`config.mk`:
```
export PLATFORM = sky130hd
export DESIGN_NAME = dual_tone_synth
export DESIGN_NICKNAME = d
export VERILOG_FILES = /design/src/rtl/dts_pkg.sv /design/src/rtl/dts_keymap.sv /design/src/rtl/dts_tone_ch.sv /design/src/rtl/dts_mixer.sv /design/src/rtl/dual_tone_synth.sv
export SDC_FILE = /design/constraint.sdc
export NUM_CORES = 1
export LEC_CHECK = 0
export CORE_ASPECT_RATIO = 1.25
export CORE_MARGIN = 1
export CORE_UTILIZATION = 55
export DETAILED_ROUTE_END_ITERATION = 10
export PLACE_DENSITY = 0.73
export SLEW_MARGIN = 30
export SYNTH_ARGS = -nofsm -noshare
export SYNTH_HDL_FRONTEND = slang
export SYNTH_HIERARCHICAL = 1
export SYNTH_SLANG_ARGS = --single-unit
export TNS_END_PERCENT = 10
```
`constraint.sdc`:
```
create_clock -name clk -period 9.3 [get_ports clk]
set_clock_uncertainty 0.2 [all_clocks]
set_input_delay 2.79 -clock clk [delete_from_list [all_inputs] [get_ports clk]]
set_output_delay 2.79 -clock clk [all_outputs]
set_load 0.02 [all_outputs]
```
`src/rtl/dts_pkg.sv`:
```
package dts_pkg;

    localparam int N_LINES        = 4;
    localparam int SEG_PER_PERIOD = 32;
    localparam int PHASE_W        = $clog2(SEG_PER_PERIOD);
    localparam int LUT_W          = 8;

    typedef enum logic [1:0] {
        ST_OFF = 2'd0,
        ST_ARM = 2'd1,
        ST_RUN = 2'd2
    } seq_state_e;

    typedef logic [PHASE_W-1:0]      phase_t;
    typedef logic signed [LUT_W-1:0] lut_t;

    // First quarter of a 32-step sine wave scaled to 127.
    function automatic lut_t quarter_wave(input logic [3:0] m);
        lut_t v;
        case (m)
            4'd0:    v = 8'sd0;
            4'd1:    v = 8'sd25;
            4'd2:    v = 8'sd49;
            4'd3:    v = 8'sd71;
            4'd4:    v = 8'sd90;
            4'd5:    v = 8'sd106;
            4'd6:    v = 8'sd117;
            4'd7:    v = 8'sd125;
            4'd8:    v = 8'sd127;
            default: v = 8'sd0;
        endcase
        return v;
    endfunction

    // Full-period lookup built from quarter-wave symmetry.
    function automatic lut_t sine_at(input phase_t ph);
        logic [4:0] k;
        logic [4:0] m;
        lut_t       mag;
        k   = {1'b0, ph[3:0]};
        m   = (k > 5'd8) ? (5'd16 - k) : k;
        mag = quarter_wave(m[3:0]);
        return ph[4] ? -mag : mag;
    endfunction

endpackage

```
`src/rtl/dts_keymap.sv`:
```
module dts_keymap
    import dts_pkg::*;
(
    input  logic [3:0]         digit,
    output logic [N_LINES-1:0] row_oh,
    output logic [N_LINES-1:0] col_oh
);

    logic [1:0] row_idx;
    logic [1:0] col_idx;

    always_comb begin
        unique case (digit)
            4'd0:  begin row_idx = 2'd3; col_idx = 2'd3; end
            4'd1:  begin row_idx = 2'd0; col_idx = 2'd0; end
            4'd2:  begin row_idx = 2'd0; col_idx = 2'd1; end
            4'd3:  begin row_idx = 2'd0; col_idx = 2'd2; end
            4'd4:  begin row_idx = 2'd1; col_idx = 2'd0; end
            4'd5:  begin row_idx = 2'd1; col_idx = 2'd1; end
            4'd6:  begin row_idx = 2'd1; col_idx = 2'd2; end
            4'd7:  begin row_idx = 2'd2; col_idx = 2'd0; end
            4'd8:  begin row_idx = 2'd2; col_idx = 2'd1; end
            4'd9:  begin row_idx = 2'd2; col_idx = 2'd2; end
            4'd10: begin row_idx = 2'd3; col_idx = 2'd1; end
            4'd11: begin row_idx = 2'd3; col_idx = 2'd0; end
            4'd12: begin row_idx = 2'd3; col_idx = 2'd2; end
            4'd13: begin row_idx = 2'd0; col_idx = 2'd3; end
            4'd14: begin row_idx = 2'd1; col_idx = 2'd3; end
            default: begin row_idx = 2'd2; col_idx = 2'd3; end
        endcase
    end

    // Expand the two indices into the 2-of-8 line form.
    for (genvar i = 0; i < N_LINES; i++) begin : g_lines
        assign row_oh[i] = (row_idx == 2'(i));
        assign col_oh[i] = (col_idx == 2'(i));
    end

endmodule

```
`src/rtl/dts_tone_ch.sv`:
```
module dts_tone_ch
    import dts_pkg::*;
#(
    parameter int          SEG_W = 8,
    parameter int          GAIN  = 4,
    parameter int          AMP_W = 12,
    parameter int unsigned DIVS [N_LINES] = '{160, 146, 132, 118}
) (
    input  logic                    clk,
    input  logic                    rst_n,
    input  logic                    run,
    input  logic                    clr,
    input  logic [N_LINES-1:0]      sel_oh,
    output logic                    tick,
    output phase_t                  phase,
    output logic signed [AMP_W-1:0] amp
);

    localparam logic signed [AMP_W-1:0] GAIN_S = AMP_W'(GAIN);

    logic [SEG_W-1:0] div;
    logic [SEG_W-1:0] seg_cnt;
    lut_t             raw;

    // Divisor picked by the active select line.
    always_comb begin
        div = '0;
        for (int i = 0; i < N_LINES; i++) begin
            if (sel_oh[i]) begin
                div = div | SEG_W'(DIVS[i]);
            end
        end
    end

    assign tick = run && (seg_cnt == (div - SEG_W'(1)));

    always_ff @(posedge clk or negedge rst_n) begin
        if (!rst_n) begin
            seg_cnt <= '0;
            phase   <= '0;
        end else if (clr) begin
            seg_cnt <= '0;
            phase   <= '0;
        end else if (run) begin
            if (tick) begin
                seg_cnt <= '0;
                phase   <= phase + phase_t'(1);
            end else begin
                seg_cnt <= seg_cnt + SEG_W'(1);
            end
        end
    end

    assign raw = sine_at(phase);
    assign amp = AMP_W'(raw) * GAIN_S;

    // segment counter never passes the terminal count
    a_r3_seg_bound: assert property (@(posedge clk) disable iff (!rst_n)
        run |-> (seg_cnt < div));

    // each terminal count moves the table address one step
    a_r4_phase_step: assert property (@(posedge clk) disable iff (!rst_n)
        tick |=> (phase == $past(phase) + phase_t'(1)));

endmodule

```
`src/rtl/dts_mixer.sv`:
```
module dts_mixer #(
    parameter int AMP_W = 12,
    parameter int OUT_W = 10
) (
    input  logic signed [AMP_W-1:0] row_amp,
    input  logic signed [AMP_W-1:0] col_amp,
    input  logic                    single,
    input  logic                    col_sel,
    output logic signed [OUT_W-1:0] mix
);

    localparam int SUM_W = AMP_W + 1;
    localparam logic signed [SUM_W-1:0] HI = SUM_W'((2 ** (OUT_W - 1)) - 1);
    localparam logic signed [SUM_W-1:0] LO = SUM_W'(-(2 ** (OUT_W - 1)));

    logic signed [SUM_W-1:0] r_ext;
    logic signed [SUM_W-1:0] c_ext;
    logic signed [SUM_W-1:0] sum;

    assign r_ext = SUM_W'(row_amp);
    assign c_ext = SUM_W'(col_amp);

    always_comb begin
        if (single) begin
            sum = col_sel ? c_ext : r_ext;
        end else begin
            sum = r_ext + c_ext;
        end
        if (sum > HI) begin
            mix = HI[OUT_W-1:0];
        end else if (sum < LO) begin
            mix = LO[OUT_W-1:0];
        end else begin
            mix = sum[OUT_W-1:0];
        end
    end

endmodule

```
`src/rtl/dual_tone_synth.sv`:
```
module dual_tone_synth
    import dts_pkg::*;
#(
    parameter int          OUT_W    = 10,
    parameter int          SEG_W    = 8,
    parameter int          ROW_GAIN = 4,
    parameter int          COL_GAIN = 5,
    parameter int unsigned ROW_DIV [N_LINES] = '{160, 146, 132, 118},
    parameter int unsigned COL_DIV [N_LINES] = '{92, 84, 76, 68}
) (
    input  logic                    clk,
    input  logic                    rst_n,
    input  logic                    tone_en,
    input  logic [3:0]              digit_code,
    input  logic                    single_tone,
    input  logic                    col_sel,
    output logic signed [OUT_W-1:0] sample_out,
    output logic                    sample_vld
);

    localparam int AMP_W = OUT_W + 2;

    seq_state_e state_q;
    seq_state_e state_d;
    logic [3:0] held_code;

    logic [N_LINES-1:0]      row_oh;
    logic [N_LINES-1:0]      col_oh;
    logic                    run;
    logic                    clr;
    logic                    tick_r;
    logic                    tick_c;
    logic                    tick_sel;
    logic                    tick_q;
    phase_t                  phase_r;
    phase_t                  phase_c;
    logic signed [AMP_W-1:0] amp_r;
    logic signed [AMP_W-1:0] amp_c;
    logic signed [OUT_W-1:0] mix;

    // Next-state logic of the sequencer.
    always_comb begin
        state_d = state_q;
        unique case (state_q)
            ST_OFF: if (tone_en) state_d = ST_ARM;
            ST_ARM: state_d = tone_en ? ST_RUN : ST_OFF;
            ST_RUN: begin
                if (!tone_en) begin
                    state_d = ST_OFF;
                end else if (digit_code != held_code) begin
                    state_d = ST_ARM;
                end
            end
            default: state_d = ST_OFF;
        endcase
    end

    // State register; the digit is captured on entry to ST_ARM.
    always_ff @(posedge clk or negedge rst_n) begin
        if (!rst_n) begin
            state_q   <= ST_OFF;
            held_code <= '0;
        end else begin
            state_q <= state_d;
            if (state_d == ST_ARM) begin
                held_code <= digit_code;
            end
        end
    end

    assign run = (state_q == ST_RUN);
    assign clr = !run;

    dts_keymap u_keymap (
        .digit  (held_code),
        .row_oh (row_oh),
        .col_oh (col_oh)
    );

    dts_tone_ch #(
        .SEG_W (SEG_W),
        .GAIN  (ROW_GAIN),
        .AMP_W (AMP_W),
        .DIVS  (ROW_DIV)
    ) u_row (
        .clk    (clk),
        .rst_n  (rst_n),
        .run    (run),
        .clr    (clr),
        .sel_oh (row_oh),
        .tick   (tick_r),
        .phase  (phase_r),
        .amp    (amp_r)
    );

    dts_tone_ch #(
        .SEG_W (SEG_W),
        .GAIN  (COL_GAIN),
        .AMP_W (AMP_W),
        .DIVS  (COL_DIV)
    ) u_col (
        .clk    (clk),
        .rst_n  (rst_n),
        .run    (run),
        .clr    (clr),
        .sel_oh (col_oh),
        .tick   (tick_c),
        .phase  (phase_c),
        .amp    (amp_c)
    );

    dts_mixer #(
        .AMP_W (AMP_W),
        .OUT_W (OUT_W)
    ) u_mix (
        .row_amp (amp_r),
        .col_amp (amp_c),
        .single  (single_tone),
        .col_sel (col_sel),
        .mix     (mix)
    );

    always_comb begin
        if (single_tone) begin
            tick_sel = col_sel ? tick_c : tick_r;
        end else begin
            tick_sel = tick_r | tick_c;
        end
    end

    // Output register and strobe pipeline.
    always_ff @(posedge clk or negedge rst_n) begin
        if (!rst_n) begin
            sample_out <= '0;
            sample_vld <= 1'b0;
            tick_q     <= 1'b0;
        end else if (!tone_en || (state_q != ST_RUN)) begin
            sample_out <= '0;
            sample_vld <= 1'b0;
            tick_q     <= 1'b0;
        end else begin
            sample_out <= mix;
            tick_q     <= tick_sel;
            sample_vld <= tick_q;
        end
    end

    // exactly one row line and one column line
    a_r2_two_of_eight: assert property (@(posedge clk) disable iff (!rst_n)
        ($countones(row_oh) == 1) && ($countones(col_oh) == 1));

    // a low enable silences the word on the next edge
    a_r7_quiet_when_off: assert property (@(posedge clk) disable iff (!rst_n)
        !tone_en |=> ((sample_out == '0) && !sample_vld));

    // an arm cycle restarts both phase counters
    a_r8_restart_zero: assert property (@(posedge clk) disable iff (!rst_n)
        (state_q == ST_ARM) |=> ((phase_r == '0) && (phase_c == '0)));

    // every strobe traces back to a channel tick
    a_r5_strobe_source: assert property (@(posedge clk) disable iff (!rst_n)
        sample_vld |-> $past(tick_r | tick_c, 2));

endmodule

```
==> impl_metrics.env, run 1 <==
export IMPL_status="finished clean"
export IMPL_grt_overflow_total=0
export IMPL_grt_setup_unrepaired="false"
export IMPL_syn_inst=626
export IMPL_dieHeight_um=113.1
export IMPL_core_area_um2=9609
export IMPL_grt_total_usage_pct=23.77
export IMPL_clk_latency_ns=0.28
export IMPL_fin_tns_setup_ns=0
export IMPL_cp_arrival_ns=7.33
export IMPL_finalCriticalPeriod_ns=7.361
export IMPL_seq_area_frac_synth_pct=20.27
export IMPL_cts_made_buffers=5
export IMPL_hold_class="flop to flop"
export IMPL_io_pins=20
export IMPL_nFillCells=859
export IMPL_grt_max_degree=45
export IMPL_grt_pass1_vias=4409
export IMPL_power_internal_mw=0.3727
export IMPL_antenna_found_initial=0
export IMPL_synth_main_ff_cell="dfrtp_1"
export IMPL_end_kind="flop"
export IMPL_avgViaCountPerCell=6.193
export IMPL_ant_nets=0
export IMPL_syn2layout_area_growth_pct=5.642
export IMPL_fmax_mhz=135.8
export IMPL_ys_top_cells_by_area="dfrtp_1 20%, ha_1 12%, xnor2_1 5.3%, nor2_1 3.5%, mux2_2 3.1%"
export IMPL_clk_pin_slew_ns=0.06
export IMPL_synth_edf_count=0
export IMPL_relSlewSlack_pct=49.12
export IMPL_startpoint_type="flop"
export IMPL_cts_resized=0
export IMPL_leakage_nw=2.548
export IMPL_yosys_area_top_type_share_pct=20.27
export IMPL_synthArstFlopShare_pct=100.0
export IMPL_hold_viol=0
export IMPL_final_cells=751
export IMPL_start_util_pct=56.54
export IMPL_vias=4651
export IMPL_path_max_fanout=16
export IMPL_first_iter_violations=239
export IMPL_setup_viol=0
export IMPL_final_common_cell="ha_1"
export IMPL_first_pass_iters=5
export IMPL_cts_tree="built"
export IMPL_dpl_cell_count=743
export IMPL_fin_nets=688
export IMPL_clk_path_buf_depth=2
export IMPL_cts_sinks=44
export IMPL_vdd_drop_max_mv=0.07158
export IMPL_power_share_clock_pct=33.1
export IMPL_post_cts_buffers=0
export IMPL_switching_share_pct=30.81
export IMPL_drv_cap=0
export IMPL_power_density_nw_per_um2=93.85
export IMPL_place_congestion=0.8740
export IMPL_place_port_buffers=19
export IMPL_synth_area_um2=5433
export IMPL_synth_avg_cell_area_um2=8.678
export IMPL_avgRoutedWirePerCell_um=15.89
export IMPL_htreeDepth=2
export IMPL_die_w_um=90.90
export IMPL_final_min_period_over_clock_period_pct=79.15
export IMPL_dieArea_um2=10280
export IMPL_tightest_slew_ns=0.7608
export IMPL_hold_buffers=0
export IMPL_ys_ff_latch=44
export IMPL_slew_viol_final=0
export IMPL_drc=0
export IMPL_layout_common_cells="53 x ha_1, 51 x nor2_1, 44 x dfrtp_1"
export IMPL_yosys_warnings=6
export IMPL_synth_top_cell_by_area="dfrtp_1"
export IMPL_cp_required_ns=9.27
export IMPL_wl_mm=11.93
export IMPL_std_cell_rows=40
export IMPL_hpwl_mm=9.038
export IMPL_p_comb_share_pct=28.5
export IMPL_clockRootBuffer="clkbuf_16"
export IMPL_layout_drive_gt1_share_pct=11.36
export IMPL_seqPwrFrac_pct=38.3
export IMPL_p_sw_mw=0.1660
export IMPL_n_antenna_cell=0
export IMPL_path_class="flop to flop"
export IMPL_grt_first_pass_wirelength_mm=20.45
export IMPL_synthDistinctLibCells=94
[sequential cells by signal (all words and copies together), names as in the netlist]
register / count
sample_vld: 1
u_row/seg_cnt: 8
u_col/phase: 5
state_q: 2
tick_q: 1
u_col/seg_cnt: 8
sample_out: 10
u_row/phase: 5
held_code: 4
[area by class of cell]
type	instances	area, um^2	area share, %
clock buffers	7	142.6	2.485
clock inverters	1	7.507	0.1308
inverters	27	106.4	1.853
multi-input cells	525	4021	70.07
flip-flops and latches	44	1101	19.18
well taps	126	157.7	2.747
repair buffers	21	202.7	3.532
[worst paths after layout]
kind / from / end / slack [ns] / depth (start not counted)
min in group asynchronous: rst_n / u_col/seg_cnt[4] / 2.30 / 1
hold reg to reg: tick_q / sample_vld / 0.30 / 1
setup reg to reg: u_col/phase[0] / sample_out[3] / 1.94 / 23
setup / recovery: u_col/phase[0] / sample_out[3] / 1.94 / 23
max in group asynchronous: rst_n / u_row/phase[4] / 6.22 / 1
hold / removal: tick_q / sample_vld / 0.30 / 1
[cell usage after synthesis (12+ instances only)]
master,n
a21oi_1,33
and3_1,20
dfrtp_1,44
ha_1,53
inv_1,26
mux2_2,15
nand2_1,30
nand2b_1,18
nand3_1,14
nor2_1,51
nor3_1,18
o21a_1,12
o21ai_0,27
xnor2_1,33
xor2_1,12
[metrics by stage]
step	worst slack, ns	power [mW]	hold slack (ns)	cell area, um^2	util [%]
4_1_cts	1.984	0.5409	0.2970	5737	59.70
5_1_grt	1.339	0.5688	0.3123	5739	59.73
6_report	1.939	0.5386	0.3029	5739	59.73
2_1_floorplan	2.733	0.3325	0.2589	5436	-
3_5_place_dp	2.011	0.3624	0.2888	5587	58.14
3_3_place_gp	2.234	0.3545	0.2761	5587	58.14
[power by group through the flow]
stage,clock (mW),sequential [mW],combinational [mW]
after floorplan,0,0.205,0.128
after global placement,0,0.210,0.145
after detailed placement,0,0.210,0.152
after CTS,0.181,0.207,0.153
after global routing,0.188,0.208,0.173
final,0.179,0.206,0.154
[cell families after synthesis]
family / Yosys count / synth area share, %
compound gates: 166 / 23.40
simple gates: 226 / 23.40
fa+ha+maj: 55 / 12.94
flops: 44 / 20.27
mux: 31 / 6.886
xor+xnor: 45 / 7.255
other cells: 1 / 0.06903
buf+inv: 58 / 5.781
[worst max-delay path, cell delays in order (launching register included)]
cell and delay [ns]:
dfrtp_1 0.55, inv_1 0.21, ha_1 0.41, a21boi_0 0.26, mux2_2 0.36, ha_1 0.29
a211oi_1 0.38, a2111oi_4 0.12, or2_1 0.29, o41a_1 0.41, ha_1 0.32, ha_1 0.33
o21ai_0 0.09, nor2_1 0.19, o221ai_1 0.22, or4_1 0.43, o2111ai_1 0.35, ha_1 0.30
inv_1 0.10, nor4_1 0.44, a31oi_4 0.21, a311oi_4 0.43, o211ai_1 0.16, and3_1 0.17
[routing by layer]
layer | global-route usage [%] | part of all wire (%) | routed length, um | vias to the layer above
met5 | 0 | 0 | 0 | -
met4 | 7.090 | 2.1 | 252 | 0
met3 | 1.949 | 2.3 | 280 | 18
met2 | 41.46 | 49 | 5826 | 90
met1 | 31.39 | 47 | 5571 | 2246
li1 | - | - | - | 2297
No activity file was read; power rests on OpenSTA's default activity.
==> inputs of run 2 (changes only) <==
==> constraint.sdc (replaced) <==
create_clock -name clk -period 7.02 [get_ports clk]
set_clock_uncertainty 0.2 [all_clocks]
set_input_delay 2.106 -clock clk [delete_from_list [all_inputs] [get_ports clk]]
set_output_delay 2.106 -clock clk [all_outputs]
set_load 0.02 [all_outputs]
==> impl_metrics.env, run 2 (same netlist as run 1, synthesis figures left out) <==
export IMPL_design_area_um2=5857
export IMPL_antenna_found_initial=0
export IMPL_final_min_period_over_clock_period_pct=94.13
export IMPL_path_class="flop to flop"
export IMPL_startpoint_type="flop"
export IMPL_io_pins=20
export IMPL_grt_first_pass_wirelength_mm=20.64
export IMPL_top_regs="sample_out (10), u_col/seg_cnt (8), u_row/seg_cnt (8)"
export IMPL_final_util_pct=60.95
export IMPL_grt_max_degree=31
export IMPL_clk_pin_slew_ns=0.06
export IMPL_dieHeight_um=113.1
export IMPL_power_density_nw_per_um2=120.0
export IMPL_hold_class="flop to flop"
export IMPL_leakage_nw=2.604
export IMPL_cp_startpoint="u_col/phase[1]"
export IMPL_crit_buf_inv=1
export IMPL_htreeDepth=2
export IMPL_place_congestion=0.9139
export IMPL_hold_viol=0
export IMPL_clockRootBuffer="clkbuf_16"
export IMPL_std_cell_rows=40
export IMPL_cts_made_buffers=5
export IMPL_cp_required_ns=7.04
export IMPL_final_common_cell="ha_1"
export IMPL_dpl_cell_count=750
export IMPL_layout_common_cells="52 x ha_1, 51 x nor2_1, 43 x dfrtp_1"
export IMPL_avgViaCountPerCell=6.126
export IMPL_die_w_um=90.90
export IMPL_fin_nets=698
export IMPL_clk_latency_ns=0.28
export IMPL_avgRoutedWirePerCell_um=16.04
export IMPL_drv_cap=0
export IMPL_fmax_mhz=151.3
export IMPL_regToRegSetupSlack_ns=0.41
export IMPL_status="finished clean"
export IMPL_grt_pass1_vias=4469
export IMPL_fin_ws_ns=0.4118
export IMPL_core_area_um2=9609
export IMPL_first_iter_violations=210
export IMPL_relSlewSlack_pct=47.42
export IMPL_hold_buffers=0
export IMPL_fin_tns_setup_ns=0
export IMPL_drc=0
export IMPL_cts_tree="built"
export IMPL_n_antenna_cell=0
export IMPL_slew_viol_final=0
export IMPL_grt_total_usage_pct=24.15
export IMPL_wl_mm=12.21
export IMPL_slowest_stage="ha_1"
export IMPL_cp_arrival_ns=6.63
export IMPL_clk_path_buf_depth=2
export IMPL_ant_nets=0
export IMPL_final_cells=761
export IMPL_syn2layout_area_growth_pct=7.808
export IMPL_min_from="tick_q"
export IMPL_layout_drive_gt1_share_pct=13.86
export IMPL_largest_reg_flops=10
export IMPL_path_max_fanout=9
export IMPL_setup_viol=0
export IMPL_first_pass_iters=4
export IMPL_post_place_ws_ns=0.1385
export IMPL_cts_sinks=44
export IMPL_dpl_cell_area_um2=5652
export IMPL_grt_overflow_total=0
export IMPL_start_util_pct=56.54
export IMPL_r2r_start="u_col/phase[1]"
export IMPL_largest_register="sample_out"
export IMPL_place_port_buffers=19
export IMPL_cp_top_family="compound AO/OA/AOI/OAI gates"
export IMPL_tightest_slew_ns=0.7863
export IMPL_vdd_drop_max_mv=0.08165
export IMPL_max_stage_delay_ns=0.44
export IMPL_end_kind="flop"
export IMPL_vias=4662
export IMPL_crit_top_cell="ha_1"
export IMPL_hpwl_mm=9.151
export IMPL_dieArea_um2=10280
export IMPL_finalCriticalPeriod_ns=6.608
## run 2: stage by stage
| stage | power, mW | hold WS, ns |
|---|---|---|
| floorplan | 0.4405 | 0.2589 |
| global placement | 0.4698 | 0.2776 |
| detailed placement | 0.4794 | 0.2759 |
| CTS | 0.7076 | 0.2865 |
| global route | 0.7443 | 0.3171 |
| finish | 0.7028 | 0.2839 |
## run 2: final cells by class
class                           count  area (um^2)
Multi-Input combinational cell    526         4069
Fill cell                         823         3752
Sequential cell                    44         1102
Timing Repair Buffer               30        280.3
Tap cell                          126        157.7
Clock buffer                        7        132.6
Inverter                           27        106.4
Clock inverter                      1        8.758
## run 2: worst paths after layout
kind / cells after the start / endpoint
setup reg to reg: 26 / sample_out[3]
hold / removal: 1 / sample_vld
hold reg to reg: 1 / sample_vld
setup / recovery: 26 / sample_out[3]
max in group asynchronous: 2 / sample_out[4]
min in group asynchronous: 1 / u_col/seg_cnt[5]
## run 2: report_power, final
group	total, mW	switching, mW	internal [mW]
clock network	0.225	0.0927	0.133
registers	0.274	0.0147	0.259
logic	0.204	0.109	0.0945
## run 2: layer usage
metal  GRT usage [%]  vias up  part of all wire [%]
li1                -     2320                     -
met1           30.19     2246                    46
met2           44.09       75                    50
met3           2.083       21                   1.9
met4           7.196        0                   2.1
met5               0        -                     0
## run 2: what timing repair did
item | CTS | global route
setup buffers | 0 | 2
gates resized for setup | 0 | 11
endpoints found under the setup margin | 0 | 9
==> inputs of run 3 (changes only) <==
--- a/config.mk
+++ b/config.mk
@@ -8,8 +8,9 @@
 export CORE_ASPECT_RATIO = 1.25
 export CORE_MARGIN = 1
 export CORE_UTILIZATION = 55
+export CTS_CLUSTER_DIAMETER = 50
 export DETAILED_ROUTE_END_ITERATION = 10
-export PLACE_DENSITY = 0.73
+export PLACE_DENSITY = 0.76
 export SLEW_MARGIN = 30
 export SYNTH_ARGS = -nofsm -noshare
 export SYNTH_HDL_FRONTEND = slang
==> constraint.sdc (replaced) <==
create_clock -name clk -period 5.45 [get_ports clk]
set_clock_uncertainty 0.2 [all_clocks]
set_input_delay 1.635 -clock clk [delete_from_list [all_inputs] [get_ports clk]]
set_output_delay 1.635 -clock clk [all_outputs]
set_load 0.02 [all_outputs]
==> impl_metrics.env, run 3 (same netlist as run 1, synthesis figures left out) <==
export IMPL_vdd_drop_max_mv=0.1149
export IMPL_nFillCells=669
export IMPL_cp_startpoint="u_col/phase[1]"
export IMPL_use_met2_pct=52.68
export IMPL_top_regs="sample_out (10), u_col/seg_cnt (8), u_row/seg_cnt (8)"
export IMPL_dieHeight_um=113.1
export IMPL_die_w_um=90.90
export IMPL_reg2regPathDepth=28
export IMPL_multi_input_area_um2=4507
export IMPL_r2r_end="sample_out[6]"
export IMPL_hold_class="flop to flop"
export IMPL_grtUsageMet1_pct=33.14
export IMPL_cts_sinks=44
export IMPL_cts_made_buffers=5
export IMPL_fin_tns_setup_ns=-5.957
export IMPL_clk_path_buf_depth=2
export IMPL_grt_total_usage_pct=28.04
export IMPL_htreeDepth=2
export IMPL_grt_setup_unrepaired="true"
export IMPL_leakage_nw=3.155
export IMPL_cp_required_ns=5.46
export IMPL_fin_nets=798
export IMPL_grt_max_degree=45
export IMPL_n_antenna_cell=0
export IMPL_cts_tree="built"
export IMPL_seq_area_um2=1102
export IMPL_fin_ws_ns=-0.6933
export IMPL_layout_drive_gt1_share_pct=32.43
export IMPL_final_min_period_over_clock_period_pct=112.7
export IMPL_slowest_stage="or4_4"
export IMPL_fmax_mhz=162.8
export IMPL_tightest_slew_ns=0.7504
export IMPL_regToRegSetupSlack_ns=-0.69
export IMPL_max_stage_delay_ns=0.50
export IMPL_std_cell_rows=40
export IMPL_clockRootBuffer="clkbuf_16"
export IMPL_end_kind="flop"
export IMPL_whs_path_depth=1
export IMPL_place_port_buffers=19
export IMPL_violations="negative setup slack"
export IMPL_cp_arrival_ns=6.16
export IMPL_syn2layout_area_growth_pct=29.62
export IMPL_first_iter_violations=277
export IMPL_power_density_nw_per_um2=127.9
export IMPL_layout_common_cells="107 x buf_4, 47 x nor2_1, 43 x dfrtp_1"
export IMPL_ant_nets=0
export IMPL_final_common_cell="buf_4"
export IMPL_clk_pin_slew_ns=0.06
export IMPL_final_util_pct=73.28
export IMPL_status="finished, violations left"
export IMPL_io_pins=20
export IMPL_avgRoutedWirePerCell_um=17.40
export IMPL_avgViaCountPerCell=6.152
export IMPL_startpoint_type="flop"
export IMPL_dieArea_um2=10280
export IMPL_antenna_found_initial=0
export IMPL_start_util_pct=56.54
export IMPL_crit_top_cell="ha_4"
export IMPL_r2r_start="u_col/phase[1]"
export IMPL_vias=5291
export IMPL_busiest_layer="met2"
export IMPL_clk_latency_ns=0.28
export IMPL_crit_end="sample_out[6]"
export IMPL_slew_viol_final=0
export IMPL_finalCriticalPeriod_ns=6.143
export IMPL_hold_viol=0
export IMPL_hold_buffers=0
export IMPL_hpwl_mm=10.71
export IMPL_grt_pass1_vias=5124
export IMPL_largest_reg_flops=10
export IMPL_largest_register="sample_out"
export IMPL_grt_first_pass_wirelength_mm=23.76
export IMPL_first_pass_iters=5
export IMPL_grt_overflow_total=0
export IMPL_drv_cap=0
export IMPL_core_area_um2=9609
export IMPL_path_class="flop to flop"
export IMPL_wl_mm=14.96
export IMPL_place_congestion=0.9098
export IMPL_drc=0
export IMPL_setup_viol=10
export IMPL_met3_usage_pct=2.688
export IMPL_relSlewSlack_pct=49.82
export IMPL_path_max_fanout=4
## run 3: cell types whose count changed in the layout (fill, tap and decap cells not counted), sizes merged
cell / delta
o311ai: +1
clkbuf: -2
buf: +99
clkinvlp: +1
## run 3: power by group
part	total, mW	switching, mW	internal [mW]
logic	0.267	0.145	0.122
registers	0.353	0.0190	0.333
clock network	0.281	0.115	0.166
total	0.900	0.279	0.621
## run 3: routing by layer
| layer | vias to the layer above | routed length (um) |
|---|---|---|
| li1 | 2516 | - |
| met1 | 2572 | 6099 |
| met2 | 162 | 7858 |
| met3 | 41 | 545 |
| met4 | 0 | 458 |
| met5 | - | 0 |
## run 3: metrics by stage
stage                     power (mW)  worst slack [ns]  std cells  area (um^2)  hold slack [ns]
after floorplan               0.5677           -0.7156        627         5592           0.2589
after global placement        0.6024           -0.5203        837         6441           0.2748
after detailed placement      0.6196           -0.7237        837         6441           0.2899
after CTS                     0.9030           -0.4368        857         6830           0.3046
after global routing          0.9509           -0.8922        860         7042           0.3298
final                         0.9005           -0.6933        860         7042           0.3020
## run 3: what timing repair did
item,in CTS,in global routing
buffers inserted,11,3
cloned,2,0
resized for setup,28,30
pin swaps,30,37
endpoints found under the setup margin,10,10
## run 3: how the worst min path moves through the flow
stage	startpoint	to	slack, ns
final	tick_q	sample_vld	0.30
after global routing	tick_q	sample_vld	0.33
after CTS	tick_q	sample_vld	0.30
after detailed placement	tick_q	sample_vld	0.29
after global placement	tick_q	sample_vld	0.27
after floorplan	tick_q	sample_vld	0.26
## run 3: critical path: cells and delay by family, from the launching register on
kind,cells,cell delay (ns)
simple gates,4,0.90
flops,1,0.36
fa+ha+maj,6,1.41
xor+xnor,1,0.18
buf+inv,2,0.25
compound gates,13,2.10
mux,2,0.66
## run 3: final cells by class
cell class,count,area share [%]
Clock buffer,5,1.777
Clock inverter,2,0.1777
Inverter,27,1.546
Multi-Input combinational cell,527,64.00
Sequential cell,44,15.65
Tap cell,126,2.239
Timing Repair Buffer,129,14.61
